--- config.mk ---
export PLATFORM = sky130hd
export DESIGN_NAME = disk_rd_dma
export DESIGN_NICKNAME = d
export VERILOG_FILES = /design/src/rtl/dskdma_pkg.sv /design/src/rtl/dskdma_gate.sv /design/src/rtl/dskdma_regs.sv /design/src/rtl/dskdma_port.sv /design/src/rtl/disk_rd_dma.sv
export SDC_FILE = /design/constraint.sdc
export NUM_CORES = 1
export LEC_CHECK = 0
export BUFFER_PORTS_ARGS = -buffer_cell sky130_fd_sc_hd__buf_4
export CORE_MARGIN = 3
export CORE_UTILIZATION = 53
export DETAILED_ROUTE_END_ITERATION = 7
export PLACE_DENSITY = 0.8
export SETUP_SLACK_MARGIN = 0.2
export SLEW_MARGIN = 20
export SYNTH_ARGS = -nofsm -noshare
export SYNTH_HDL_FRONTEND = slang
export SYNTH_SLANG_ARGS = --single-unit
--- constraint.sdc ---
create_clock -name clk -period 2.9 [get_ports clk]
set_clock_uncertainty 0.2 [all_clocks]
set_input_delay 0.29 -clock clk [delete_from_list [all_inputs] [get_ports clk]]
set_output_delay 0.29 -clock clk [all_outputs]
set_load 0.1 [all_outputs]
--- src/rtl/dskdma_pkg.sv ---
package dskdma_pkg;
    localparam int WORD_W = 16;

    localparam logic [1:0] SEL_PTR_LO = 2'd0;
    localparam logic [1:0] SEL_PTR_HI = 2'd1;
    localparam logic [1:0] SEL_LEN    = 2'd2;
    localparam logic [1:0] SEL_CTL    = 2'd3;

    localparam int CTL_EN_BIT  = 0;
    localparam int CTL_DIR_BIT = 1;

    localparam int SYS_DISK_BIT   = 4;
    localparam int SYS_MASTER_BIT = 9;
    localparam logic [WORD_W-1:0] SYS_NEED =
        (WORD_W'(1) << SYS_DISK_BIT) | (WORD_W'(1) << SYS_MASTER_BIT);
endpackage

--- src/rtl/dskdma_gate.sv ---
module dskdma_gate
    import dskdma_pkg::*;
(
    input  logic              slot_grant_i,
    input  logic [WORD_W-1:0] sys_ctrl_i,
    input  logic              en_i,
    input  logic              dir_wr_i,
    input  logic              len_nz_i,
    output logic              go_o
);
    logic sys_ok;

    always_comb begin
        sys_ok = ((sys_ctrl_i & SYS_NEED) == SYS_NEED);
        go_o   = slot_grant_i && sys_ok && en_i && !dir_wr_i && len_nz_i;
    end
endmodule

--- src/rtl/dskdma_regs.sv ---
module dskdma_regs
    import dskdma_pkg::*;
#(
    parameter int ADDR_W = 19,
    parameter int LEN_W  = 16
) (
    input  logic              clk,
    input  logic              rst_n,
    input  logic              we_i,
    input  logic [1:0]        sel_i,
    input  logic [WORD_W-1:0] wdata_i,
    input  logic              go_i,
    output logic [ADDR_W-1:0] ptr_o,
    output logic              len_nz_o,
    output logic              en_o,
    output logic              dir_wr_o,
    output logic              last_o
);
    localparam int HI_W = ADDR_W - 16;

    typedef struct packed {
        logic [ADDR_W-1:0] ptr;
        logic [LEN_W-1:0]  len;
        logic              en;
        logic              dir_wr;
    } chan_t;

    chan_t st_d, st_q;
    logic  len_wr;

    always_comb begin
        st_d   = st_q;
        len_wr = we_i && (sel_i == SEL_LEN);
        if (go_i) begin
            st_d.ptr = st_q.ptr + ADDR_W'(1);
            st_d.len = st_q.len - LEN_W'(1);
        end
        if (we_i) begin
            case (sel_i)
                SEL_PTR_LO: st_d.ptr = {st_q.ptr[ADDR_W-1:16], wdata_i};
                SEL_PTR_HI: st_d.ptr = {wdata_i[HI_W-1:0], st_q.ptr[15:0]};
                SEL_LEN:    st_d.len = wdata_i[LEN_W-1:0];
                default: begin
                    st_d.en     = wdata_i[CTL_EN_BIT];
                    st_d.dir_wr = wdata_i[CTL_DIR_BIT];
                end
            endcase
        end
        last_o   = go_i && (st_q.len == LEN_W'(1)) && !len_wr;
        ptr_o    = st_q.ptr;
        len_nz_o = (st_q.len != '0);
        en_o     = st_q.en;
        dir_wr_o = st_q.dir_wr;
    end

    always_ff @(posedge clk) begin
        if (!rst_n) st_q <= '0;
        else        st_q <= st_d;
    end

    // a length write always lands, whatever the transfer did
    assert_len_reload_R11: assert property (@(posedge clk) disable iff (!rst_n)
        (we_i && sel_i == SEL_LEN) |=> (len_nz_o == ($past(wdata_i[LEN_W-1:0]) != '0)));
endmodule

--- src/rtl/dskdma_port.sv ---
module dskdma_port
    import dskdma_pkg::*;
#(
    parameter int ADDR_W    = 19,
    parameter int RAM_WORDS = 262144
) (
    input  logic              clk,
    input  logic              rst_n,
    input  logic              go_i,
    input  logic              last_i,
    input  logic [ADDR_W-1:0] ptr_i,
    input  logic [WORD_W-1:0] din_i,
    output logic              we_o,
    output logic [ADDR_W-1:0] addr_o,
    output logic [WORD_W-1:0] wdata_o,
    output logic              irq_o
);
    localparam logic [ADDR_W-1:0] RAM_MASK = ADDR_W'(RAM_WORDS - 1);

    typedef struct packed {
        logic              we;
        logic [ADDR_W-1:0] addr;
        logic [WORD_W-1:0] wdata;
        logic              irq;
    } wport_t;

    wport_t p_d, p_q;

    always_comb begin
        p_d       = p_q;
        p_d.we    = go_i;
        p_d.irq   = last_i;
        if (go_i) begin
            p_d.addr  = ptr_i & RAM_MASK;
            p_d.wdata = din_i;
        end
        we_o    = p_q.we;
        addr_o  = p_q.addr;
        wdata_o = p_q.wdata;
        irq_o   = p_q.irq;
    end

    always_ff @(posedge clk) begin
        if (!rst_n) p_q <= '0;
        else        p_q <= p_d;
    end

    // no address outside the memory
    assert_addr_masked_R10: assert property (@(posedge clk) disable iff (!rst_n)
        we_o |-> ((addr_o & ~RAM_MASK) == '0));
    // block-done only together with a stored word
    assert_irq_with_write_R9: assert property (@(posedge clk) disable iff (!rst_n)
        irq_o |-> we_o);
endmodule

--- src/rtl/disk_rd_dma.sv ---
module disk_rd_dma
    import dskdma_pkg::*;
#(
    parameter int ADDR_W    = 19,
    parameter int LEN_W     = 16,
    parameter int RAM_WORDS = 262144
) (
    input  logic              clk,
    input  logic              rst_n,
    input  logic              reg_we,
    input  logic [1:0]        reg_sel,
    input  logic [15:0]       reg_wdata,
    input  logic [15:0]       dma_ctrl,
    input  logic              slot_grant,
    input  logic [15:0]       din,
    output logic              mem_we,
    output logic [ADDR_W-1:0] mem_addr,
    output logic [15:0]       mem_wdata,
    output logic              irq_blk
);
    logic              go;
    logic              last;
    logic [ADDR_W-1:0] ptr;
    logic              len_nz;
    logic              en;
    logic              dir_wr;

    dskdma_regs #(.ADDR_W(ADDR_W), .LEN_W(LEN_W)) u_regs (
        .clk      (clk),
        .rst_n    (rst_n),
        .we_i     (reg_we),
        .sel_i    (reg_sel),
        .wdata_i  (reg_wdata),
        .go_i     (go),
        .ptr_o    (ptr),
        .len_nz_o (len_nz),
        .en_o     (en),
        .dir_wr_o (dir_wr),
        .last_o   (last)
    );

    dskdma_gate u_gate (
        .slot_grant_i (slot_grant),
        .sys_ctrl_i   (dma_ctrl),
        .en_i         (en),
        .dir_wr_i     (dir_wr),
        .len_nz_i     (len_nz),
        .go_o         (go)
    );

    dskdma_port #(.ADDR_W(ADDR_W), .RAM_WORDS(RAM_WORDS)) u_port (
        .clk     (clk),
        .rst_n   (rst_n),
        .go_i    (go),
        .last_i  (last),
        .ptr_i   (ptr),
        .din_i   (din),
        .we_o    (mem_we),
        .addr_o  (mem_addr),
        .wdata_o (mem_wdata),
        .irq_o   (irq_blk)
    );

    assert_no_grant_R5: assert property (@(posedge clk) disable iff (!rst_n)
        !slot_grant |=> !mem_we);
    assert_sys_bits_R4: assert property (@(posedge clk) disable iff (!rst_n)
        !(dma_ctrl[SYS_DISK_BIT] && dma_ctrl[SYS_MASTER_BIT]) |=> !mem_we);
    assert_disabled_R2: assert property (@(posedge clk) disable iff (!rst_n)
        !en |=> !mem_we);
    assert_dir_skip_R3: assert property (@(posedge clk) disable iff (!rst_n)
        dir_wr |=> !mem_we);
    assert_len_zero_R8: assert property (@(posedge clk) disable iff (!rst_n)
        !len_nz |=> !mem_we);
    assert_data_capture_R6: assert property (@(posedge clk) disable iff (!rst_n)
        slot_grant && en && !dir_wr && len_nz &&
        dma_ctrl[SYS_DISK_BIT] && dma_ctrl[SYS_MASTER_BIT]
        |=> mem_we && (mem_wdata == $past(din)));
endmodule

==> flow_summary.toml, run 1 <==
[status]
status = "finished clean"

[floorplan]
start_util_pct = 55.7
fp.dieH_um = 88.6
io_pins = 91
dieArea_um2 = 7850
core_area_um2 = 6490
die-width_um = 88.6
rows = 29

[power_and_ir_drop]
p_leak_uw = 0.00177
p_sw_share_pct = 27.7
pwr-share-seq_pct = 49.6
clkPwrFrac_pct = 36.3
combPwrFrac_pct = 14.1
p_switching_uw = 586
internal_power_uw = 1530
ir_worst_vdd_uv = 330
p_per_area_nw_per_um2 = 463

[sta]
tns_ps = 0
finalHoldViolations = 0
tightest_slew_ps = 657
fin_crit_ps = 2470
max_freq_mhz = 404
fin_ws_ps = 425
relSlewSlack_pct = 56.1
slew_viol_final = 0
min_period_over_period_pct = 85.3
setup_viol = 0
rsz0062_at_grt = "no"

[cells_and_area]
num-nets-final = 575
nFillCells = 535
post-route-util_pct = 70.4
area_delta_synth_final_pct = 26.4
drive_above_1_share_pct = 23.6
diodes = 0

[global_route]
grt_pass1_wl_mm = 15.8
use_met1_pct = 34.1
grt_max_degree = 33
grt_antenna_before_repair = 0
grt_pass1_vias = 3313
grt_overflow = 0
grt_use_met2_pct = 42.7
grt_use_total_pct = 26.0
grt-busiest-layer = "met2"
use_met3_pct = 4.28

[yosys]
synth_top_area_share_pct = 39.9
synth_cells = 433
synth-seq-cells = 72
synth_edf_count = 0
synth_warnings = 0
ys_types = 53
async_reset_ff_share_pct = 0
yosys-top-cells-area = "dfxtp_1 (40%), nand2_1 (9.1%), a21oi_1 (6.9%)"
syn-cell-area_um2 = 3610
yosys.area.top_type = "dfxtp_1"
synth_flop_cell = "dfxtp_1"
syn_nets = 491
synth_area_per_cell_um2 = 8.35
ys_seq_area_share_pct = 39.9

[route]
via_per_inst = 5.94
drt-total-wl_mm = 10.1
drt_iter0_drc = 223
post-route-drc-count = 0
wire_per_inst_um = 16.9
routed-via-count = 3555
ant_nets = 0
first_pass_iters = 5

[clocking]
clockBufferDepth = 2
worstSkewPairLatency_ps = 350
post-cts-setup-buffers = 0
cts_root_buffer = "clkbuf_8"
cts-buffers-inserted = 9
clkTransAtPathRegs_ps = 80
cts_tree = "yes"
htree_levels = 3
cts_sinks = 72

[placed_design]
portBuffers = 75
gp_congestion = 0.923
pre_cts_ws_ps = 438
hpwl_mm = 6.94

[critical_path]
r2r-start = "u_regs.st_q[10]"
end_kind = "flip-flop"
cp-start-kind = "flip-flop"
arrival_ps = 2510
critPathKind = "flip-flop to flip-flop"
worst-r2r-cell-count = 6
crit_fanout = 18
r2r_end = "u_regs.ptr_o[15]"
required_ps = 2940
r2r_slack_ps = 430

[min_path]
hp-class = "input port to flip-flop"
min_from = "reg_wdata[7]"
hold_depth = 3
min_to = "u_regs.ptr_o[7]"

[run]
cap_violations = 0
routing by layer:
| layer | wire length (um) | share of wire (%) |
|---|---|---|
| met1 | 4330 | 43 |
| met2 | 4940 | 49 |
| met3 | 610 | 6.0 |
| met4 | 221 | 2.2 |
| met5 | 0 | 0 |
synth_stat cells, drive strengths merged, types with 7 or more instances:
cell type  count
a21oi         51
a311oi         7
a31oi          9
and3          11
and4           8
buf            9
clkbuf        21
dfxtp         72
inv            7
mux2i          9
nand2         88
nand3          8
nor2          18
nor3          13
o2111ai        7
o21ai         22
xor2           7
layout by cell type (no fill, tap or decap), types with 5 or more instances in the layout:
cell / Yosys / final
a21oi_1: 50 / 50
mux2i_1: 9 / 9
a31oi_1: 9 / 9
and4_1: 6 / 6
nand2_1: 88 / 88
clkbuf_8: 0 / 9
nor2_1: 18 / 18
xnor2_1: 6 / 6
a211oi_1: 5 / 5
nor3_1: 13 / 13
nand3_1: 8 / 8
inv_1: 7 / 7
a311oi_1: 7 / 7
buf_4: 5 / 85
and3_1: 10 / 10
dlygate4sd3_1: 0 / 17
dfxtp_1: 72 / 72
xor2_1: 7 / 7
o2111ai_1: 7 / 7
o21ai_0: 21 / 21
area by class of cell:
type	instances	area (um2)	area share [%]
flip-flops and latches	72	1440	31.5
multi-input cells	324	1990	43.6
clock buffers	9	124	2.71
inverters	7	26.3	0.575
well taps	77	96.3	2.11
clock inverters	6	61.3	1.34
repair buffers	103	828	18.1
through the flow:
step	power (uW)	area [um2]	std cells	hold slack [ps]
6_report	2120	4570	598	21.1
5_1_grt	2190	4570	598	27.1
4_1_cts	2110	4570	598	15.9
3_5_place_dp	1340	4220	566	248
3_3_place_gp	1340	4220	566	243
2_1_floorplan	1250	3610	433	226
critical path: stages (launching register included):
cell      delay, ps
dfxtp_1         380
nor4_4          430
and4_1          520
a21oi_4         230
buf_4           260
a221oi_1        270
a311oi_1         70
registers in the layout, summed over array words and instances, names as in the netlist:
name / count
u_port.addr_o: 18
u_port.irq_o: 1
u_regs.dir_wr_o: 1
u_regs.st_q: 16
u_regs.en_o: 1
u_port.we_o: 1
u_regs.ptr_o: 18
u_port.wdata_o: 16
kinds of logic (layout without fill, tap and decap cells):
family,after synthesis,after routing,share of synthesized area (%)
AND/OR/NAND/NOR,176,176,25.9
AO/OA/AOI/OAI,119,119,21.5
flip-flops,72,72,39.9
buffers and inverters,37,125,4.98
XOR/XNOR,13,13,3.15
multiplexers,11,11,3.12
adder cells (fa/ha/maj),4,4,1.38
other,1,1,0.104
worst max-delay path by stage:
stage / end / start / slack [ps]
global route: u_regs.ptr_o[15] / u_regs.st_q[10] / 310
CTS: u_regs.ptr_o[15] / u_regs.st_q[10] / 430
detailed placement: u_regs.ptr_o[15] / u_regs.st_q[10] / 440
finish: u_regs.ptr_o[15] / u_regs.st_q[10] / 430
global placement: u_regs.ptr_o[15] / u_regs.st_q[10] / 530
floorplan: u_regs.ptr_o[14] / u_regs.st_q[10] / 900
repair_timing:
item / 4_1_cts / 5_1_grt
hold buffers: 17 / 0
gates resized for setup: 0 / 0
endpoints found under the hold margin: 17 / 0
power groups by stage:
stage	Clock [uW]	Combinational [uW]	Sequential, uW
after CTS	773	292	1050
after global routing	815	320	1050
after global placement	0	265	1070
after detailed placement	0	272	1070
after floorplan	0	175	1070
final	768	298	1050
(Power assumes the default switching activity.)
==> run 2, diff against run 1 <==
--- a/config.mk
+++ b/config.mk
@@ -5,9 +5,10 @@
 export SDC_FILE = /design/constraint.sdc
 export NUM_CORES = 1
 export LEC_CHECK = 0
+export ABC_AREA = 1
 export BUFFER_PORTS_ARGS = -buffer_cell sky130_fd_sc_hd__buf_4
 export CORE_MARGIN = 3
-export CORE_UTILIZATION = 53
+export CORE_UTILIZATION = 54
 export DETAILED_ROUTE_END_ITERATION = 7
 export PLACE_DENSITY = 0.8
 export SETUP_SLACK_MARGIN = 0.2
==> run 2 against run 1 <==
Global-route usage down 0.77 points. Non-clock buffer count down 10. Power up 9.8%. Combinational power up 32%. Routed wire length up 2.7%. Worst setup slack better by 230 ps. Critical path type unchanged. Critical endpoint is now u_regs.ptr_o[6]. Largest cell class unchanged.
==> flow_summary.toml, run 2 <==
[placed_design]
portBuffers = 75
gp_congestion = 0.906
hpwl_mm = 7.06
pre_cts_ws_ps = 717

[yosys]
yosys.area.top_type = "dfxtp_1"
syn-cell-area_um2 = 3880
ys_types = 34
synth_flop_cell = "dfxtp_1"
async_reset_ff_share_pct = 0
synth_compound_area_share_pct = 16.3
yosys.area_share.adder_pct = 1.29
synth-seq-cells = 72
synth_area_per_cell_um2 = 6.62
ys_seq_area_share_pct = 37.1
synthMostInstantiatedCell = "nand2_1"
synthXorXnorAreaFrac_pct = 3.61
netlist_top_cells_count = "nand2_1 (139), nor2_1 (87), dfxtp_1 (72), inv_1 (66), a21oi_1 (48)"
synth_cells = 587
synth_warnings = 0
muxShareOfSynthArea_pct = 0
synth_top_family_by_area = "simple AND/OR/NAND/NOR gates"
synth_edf_count = 0
syn_nets = 645
synthSimpleGateAreaFrac_pct = 30.7
yosys-top-cells-area = "dfxtp_1 (37%), nand2_1 (13%), nor2_1 (8.4%)"
synth_top_area_share_pct = 37.1

[clocking]
clockBufferDepth = 2
cts_root_buffer = "clkbuf_8"
post-cts-setup-buffers = 0
cts_tree = "yes"
worstSkewPairLatency_ps = 350
cts-buffers-inserted = 9
htree_levels = 3
clkTransAtPathRegs_ps = 80
cts_sinks = 72

[floorplan]
dieArea_um2 = 8250
io_pins = 91
rows = 30
core_area_um2 = 6870
start_util_pct = 56.5
die-width_um = 90.8
fp.dieH_um = 90.8

[route]
first_pass_iters = 5
via_per_inst = 5.28
drt-total-wl_mm = 10.4
wire_per_inst_um = 13.5
drt_iter0_drc = 331
ant_nets = 0
post-route-drc-count = 0
routed-via-count = 4042

[critical_path]
required_ps = 2940
cp-start-kind = "flip-flop"
crit_fanout = 52
arrival_ps = 2280
critPathKind = "flip-flop to flip-flop"
end_kind = "flip-flop"

[sta]
finalHoldViolations = 0
fin_ws_ps = 654
fin_crit_ps = 2250
tightest_slew_ps = 639
max_freq_mhz = 445
tns_ps = 0
rsz0062_at_grt = "no"
min_period_over_period_pct = 77.5
setup_viol = 0
slew_viol_final = 0
relSlewSlack_pct = 57.3

[power_and_ir_drop]
p_leak_uw = 0.00220
p_per_area_nw_per_um2 = 483
ir_worst_vdd_uv = 319

[cells_and_area]
final_cell_mix = "nand2_1 (139), nor2_1 (87), buf_4 (78), dfxtp_1 (72), inv_1 (66)"
num-nets-final = 722
final_common_cell = "nand2_1"
drive_above_1_share_pct = 16.6
area_delta_synth_final_pct = 23.9

[min_path]
hp-class = "input port to flip-flop"

[global_route]
grt_antenna_before_repair = 0
grt_pass1_wl_mm = 17.1
grt_overflow = 0
grt_use_total_pct = 25.2
grt_max_degree = 53
grt_pass1_vias = 3608

[run]
cap_violations = 0

[status]
status = "finished clean"
==> run 2: final timing paths <==
check | cells past startpoint | endpoint | from | slack (ps)
min reg2reg | 2 | u_regs.dir_wr_o | u_regs.dir_wr_o | 290
max | 10 | u_regs.ptr_o[6] | u_regs.st_q[2] | 650
max reg2reg | 10 | u_regs.ptr_o[6] | u_regs.st_q[2] | 650
min | 3 | u_regs.st_q[6] | reg_wdata[4] | 9
==> run 2: layout make-up <==
| class | instances | area, um2 |
|---|---|---|
| fillers | 604 | 2060 |
| multi-input cells | 419 | 2020 |
| flip-flops and latches | 72 | 1440 |
| repair buffers | 93 | 746 |
| inverters | 69 | 262 |
| clock buffers | 10 | 128 |
| well taps | 96 | 120 |
| clock inverters | 6 | 92.6 |
| diodes | 1 | 2.50 |
==> run 2: through the flow <==
step	utilization [%]	instance area, um2	cells	hold WS (ps)	total power [uW]
2_1_floorplan	-	3880	587	242	1340
3_3_place_gp	64.8	4450	735	265	1430
3_5_place_dp	64.8	4450	735	273	1440
4_1_cts	70.0	4810	765	1.28	2330
5_1_grt	70.0	4810	765	14.0	2440
6_report	70.1	4810	766	8.91	2320
==> run 2: critical path, cell delays in order, from the launching register on <==
cell,delay (ps)
dfxtp_1,350
inv_1,130
ha_1,180
nand2_1,90
nor2_4,130
nand2_4,90
nand2_8,70
buf_4,430
o21ai_0,210
a21oi_1,180
nor2_1,50
==> run 2: cells by family (layout without fill, tap and decap cells) <==
group                      after synthesis  after routing
and+or+nand+nor                        279            279
AOI/OAI and AO/OA                      119            119
buffers and inverters                   96            178
DFF                                     72             72
xor gates and xnor gates                16             16
adders and majority gates                4              4
other                                    1              2
==> run 2: timing repair <==
item                                   CTS  global route
endpoints found under the hold margin   14             0
resized for setup                        0             0
hold buffers                            14             0
setup endpoints to repair                0             0
==> run 2: per-layer routing <==
| layer | global-route usage [%] | share of wire (%) | vias to the layer above |
|---|---|---|---|
| li1 | - | - | 2026 |
| met1 | 35.6 | 45 | 1810 |
| met2 | 38.5 | 45 | 184 |
| met3 | 4.83 | 8.1 | 22 |
| met4 | 8.54 | 1.9 | 0 |
| met5 | 0 | 0 | - |
==> run 2: power by group <==
| group | switching (uW) | internal (uW) |
|---|---|---|
| sequential | 29.1 | 1020 |
| clock | 395 | 489 |
| combinational | 244 | 150 |
==> run 3, diff against run 2 <==
==> constraint.sdc (replaced) <==
create_clock -name clk -period 2.3 [get_ports clk]
set_clock_uncertainty 0.2 [all_clocks]
set_input_delay 0.23 -clock clk [delete_from_list [all_inputs] [get_ports clk]]
set_output_delay 0.23 -clock clk [all_outputs]
set_load 0.1 [all_outputs]
==> run 3 against run 2 <==
Die area is the same. Final area rose by 2.2%. First-iteration DRC count down 20%. Sequential power is 26% higher. Critical path depth grew 2. Critical endpoint is now u_regs.ptr_o[5]. Utilization increased by 1.5 points. Non-clock buffer count rose by 9. Sequential share of layout area shrank 0.61 points. Worst setup slack worse by 360 ps. Largest cell class unchanged.
==> flow_summary.toml, run 3 (synthesized netlist as in run 2, its figures left out) <==
[critical_path]
crit_path_frequent_cell = "nand2_1"
path_cells = "inv_2 -> ha_1 -> nand2_1 -> nor2_4 -> nand2_4 -> nand2_8 -> clkinv_8 -> buf_12 -> nand2_1 -> nand2_1 -> a21oi_2 -> nor2_1"
arrival_ps = 2040
r2r_slack_ps = 290
critPathKind = "flip-flop to flip-flop"
required_ps = 2330
r2r_end = "u_regs.ptr_o[5]"
cpPeakStageDelay_ps = 340
end_kind = "flip-flop"
r2r-start = "u_regs.st_q[2]"
worst-r2r-cell-count = 12
crit_slowest_cell = "dfxtp_2"
cp-start-kind = "flip-flop"
crit_fanout = 39

[placed_design]
portBuffers = 75
hpwl_mm = 7.49
gp_congestion = 0.907
dpl.cell_count = 739

[route]
wl_met3_um = 810
met2WireLength_mm = 5.01
wire_per_inst_um = 14.2
ant_nets = 0
post-route-drc-count = 0
routed-via-count = 4102
drt_iter0_drc = 265
wirelength_met1_mm = 4.98
routed.top_layer = "met4"
via_per_inst = 5.30
first_pass_iters = 4
drt-total-wl_mm = 11.0

[global_route]
grt_max_degree = 40
grt_use_total_pct = 26.3
grt_overflow = 0
grt_antenna_before_repair = 0
grt_pass1_wl_mm = 17.8
grt_pass1_vias = 3783

[run]
cap_violations = 0

[min_path]
min_from = "reg_wdata[0]"
min_to = "u_regs.en_o"
hp-class = "input port to flip-flop"
hold_depth = 3

[floorplan]
die-width_um = 90.8
dieArea_um2 = 8250
start_util_pct = 56.5
core_area_um2 = 6870
io_pins = 91
rows = 30
fp.dieH_um = 90.8

[sta]
max_freq_mhz = 498
tightest_slew_ps = 660
tns_ps = 0
slew_viol_final = 0
finalHoldViolations = 0
rsz0062_at_grt = "yes"
fin_crit_ps = 2010
min_period_over_period_pct = 87.3
relSlewSlack_pct = 55.9
holdWs_ps = 8.78
setup_viol = 0

[clocking]
htree_levels = 3
cts-buffers-inserted = 9
clockBufferDepth = 2
cts_root_buffer = "clkbuf_8"
worstSkewPairLatency_ps = 350
clkTransAtPathRegs_ps = 80
cts_sinks = 72
cts_tree = "yes"

[status]
status = "finished clean"

[cells_and_area]
final_cell_mix = "nand2_1 (139), nor2_1 (87), buf_4 (82), dfxtp_1 (71), inv_1 (64)"
num-nets-final = 732
area_delta_synth_final_pct = 26.6
stdcell_count = 774
final_common_cell = "nand2_1"
diodes = 0
drive_above_1_share_pct = 17.8

[power_and_ir_drop]
p_per_area_nw_per_um2 = 601
ir_worst_vdd_uv = 355
p_leak_uw = 0.00225
## run 3: cell types whose count changed in the layout (fill, tap and decap cells not counted), sizes merged
| cell | delta |
|---|---|
| inv | -2 |
| clkinvlp | -1 |
| clkinv | +2 |
| dlygate4sd3 | +4 |
| nand2 | +1 |
| buf | +5 |
| diode | -1 |
## run 3: report_power, final
| part | leakage (uW) | switching, uW | total, uW | internal (uW) |
|---|---|---|---|---|
| clock network | 0.000108 | 484 | 1120 | 634 |
| logic | 0.00156 | 317 | 514 | 197 |
| registers | 0.000584 | 38.0 | 1320 | 1280 |
| total | 0.00225 | 839 | 2950 | 2110 |
## run 3: layer usage
layer | track usage [%] | vias up
li1 | - | 2046
met1 | 35.3 | 1862
met2 | 42.5 | 176
met3 | 4.58 | 18
met4 | 9.30 | 0
met5 | 0 | -
## run 3: worst max-delay path, delay by kind of cell (launching register included)
| kind | cells | cell delay, ps |
|---|---|---|
| AND/OR/NAND/NOR | 7 | 630 |
| buffers and inverters | 3 | 390 |
| flip-flops | 1 | 340 |
| adder cells (fa/ha/maj) | 1 | 170 |
| AO/OA/AOI/OAI | 1 | 140 |
## run 3: final cells by class
type	count	area, um2
clock buffers	10	138
clock inverters	5	81.3
fillers	585	1950
inverters	69	272
multi-input cells	420	2040
flip-flops and latches	72	1440
well taps	96	120
repair buffers	102	827
## run 3: how the worst max path moves through the flow
stage	startpoint	end	slack, ps	cells past startpoint
after floorplan	u_regs.st_q[2]	u_regs.st_q[5]	600	11
after detailed placement	u_regs.st_q[2]	u_regs.ptr_o[5]	150	12
after CTS	u_regs.st_q[2]	u_regs.st_q[3]	200	10
after global routing	u_regs.st_q[3]	u_regs.ptr_o[5]	170	12
after global placement	u_regs.st_q[2]	u_regs.ptr_o[5]	250	12
final	u_regs.st_q[2]	u_regs.ptr_o[5]	290	12
## run 3: repair_timing
action	CTS	global route
hold buffers	18	0
setup endpoints to repair	13	43
pin swaps	0	0
hold endpoints to repair	18	0
resized for setup	2	6
buffers inserted	0	1
gates cloned	0	1
## run 3: metrics by stage
step	power, uW	util (%)	cell area (um2)	worst slack (ps)
global route	3080	71.6	4920	170
floorplan	1690	-	3880	598
CTS	2950	71.1	4880	200
global placement	1810	65.2	4480	253
finish	2950	71.6	4920	292
detailed placement	1820	65.2	4480	145
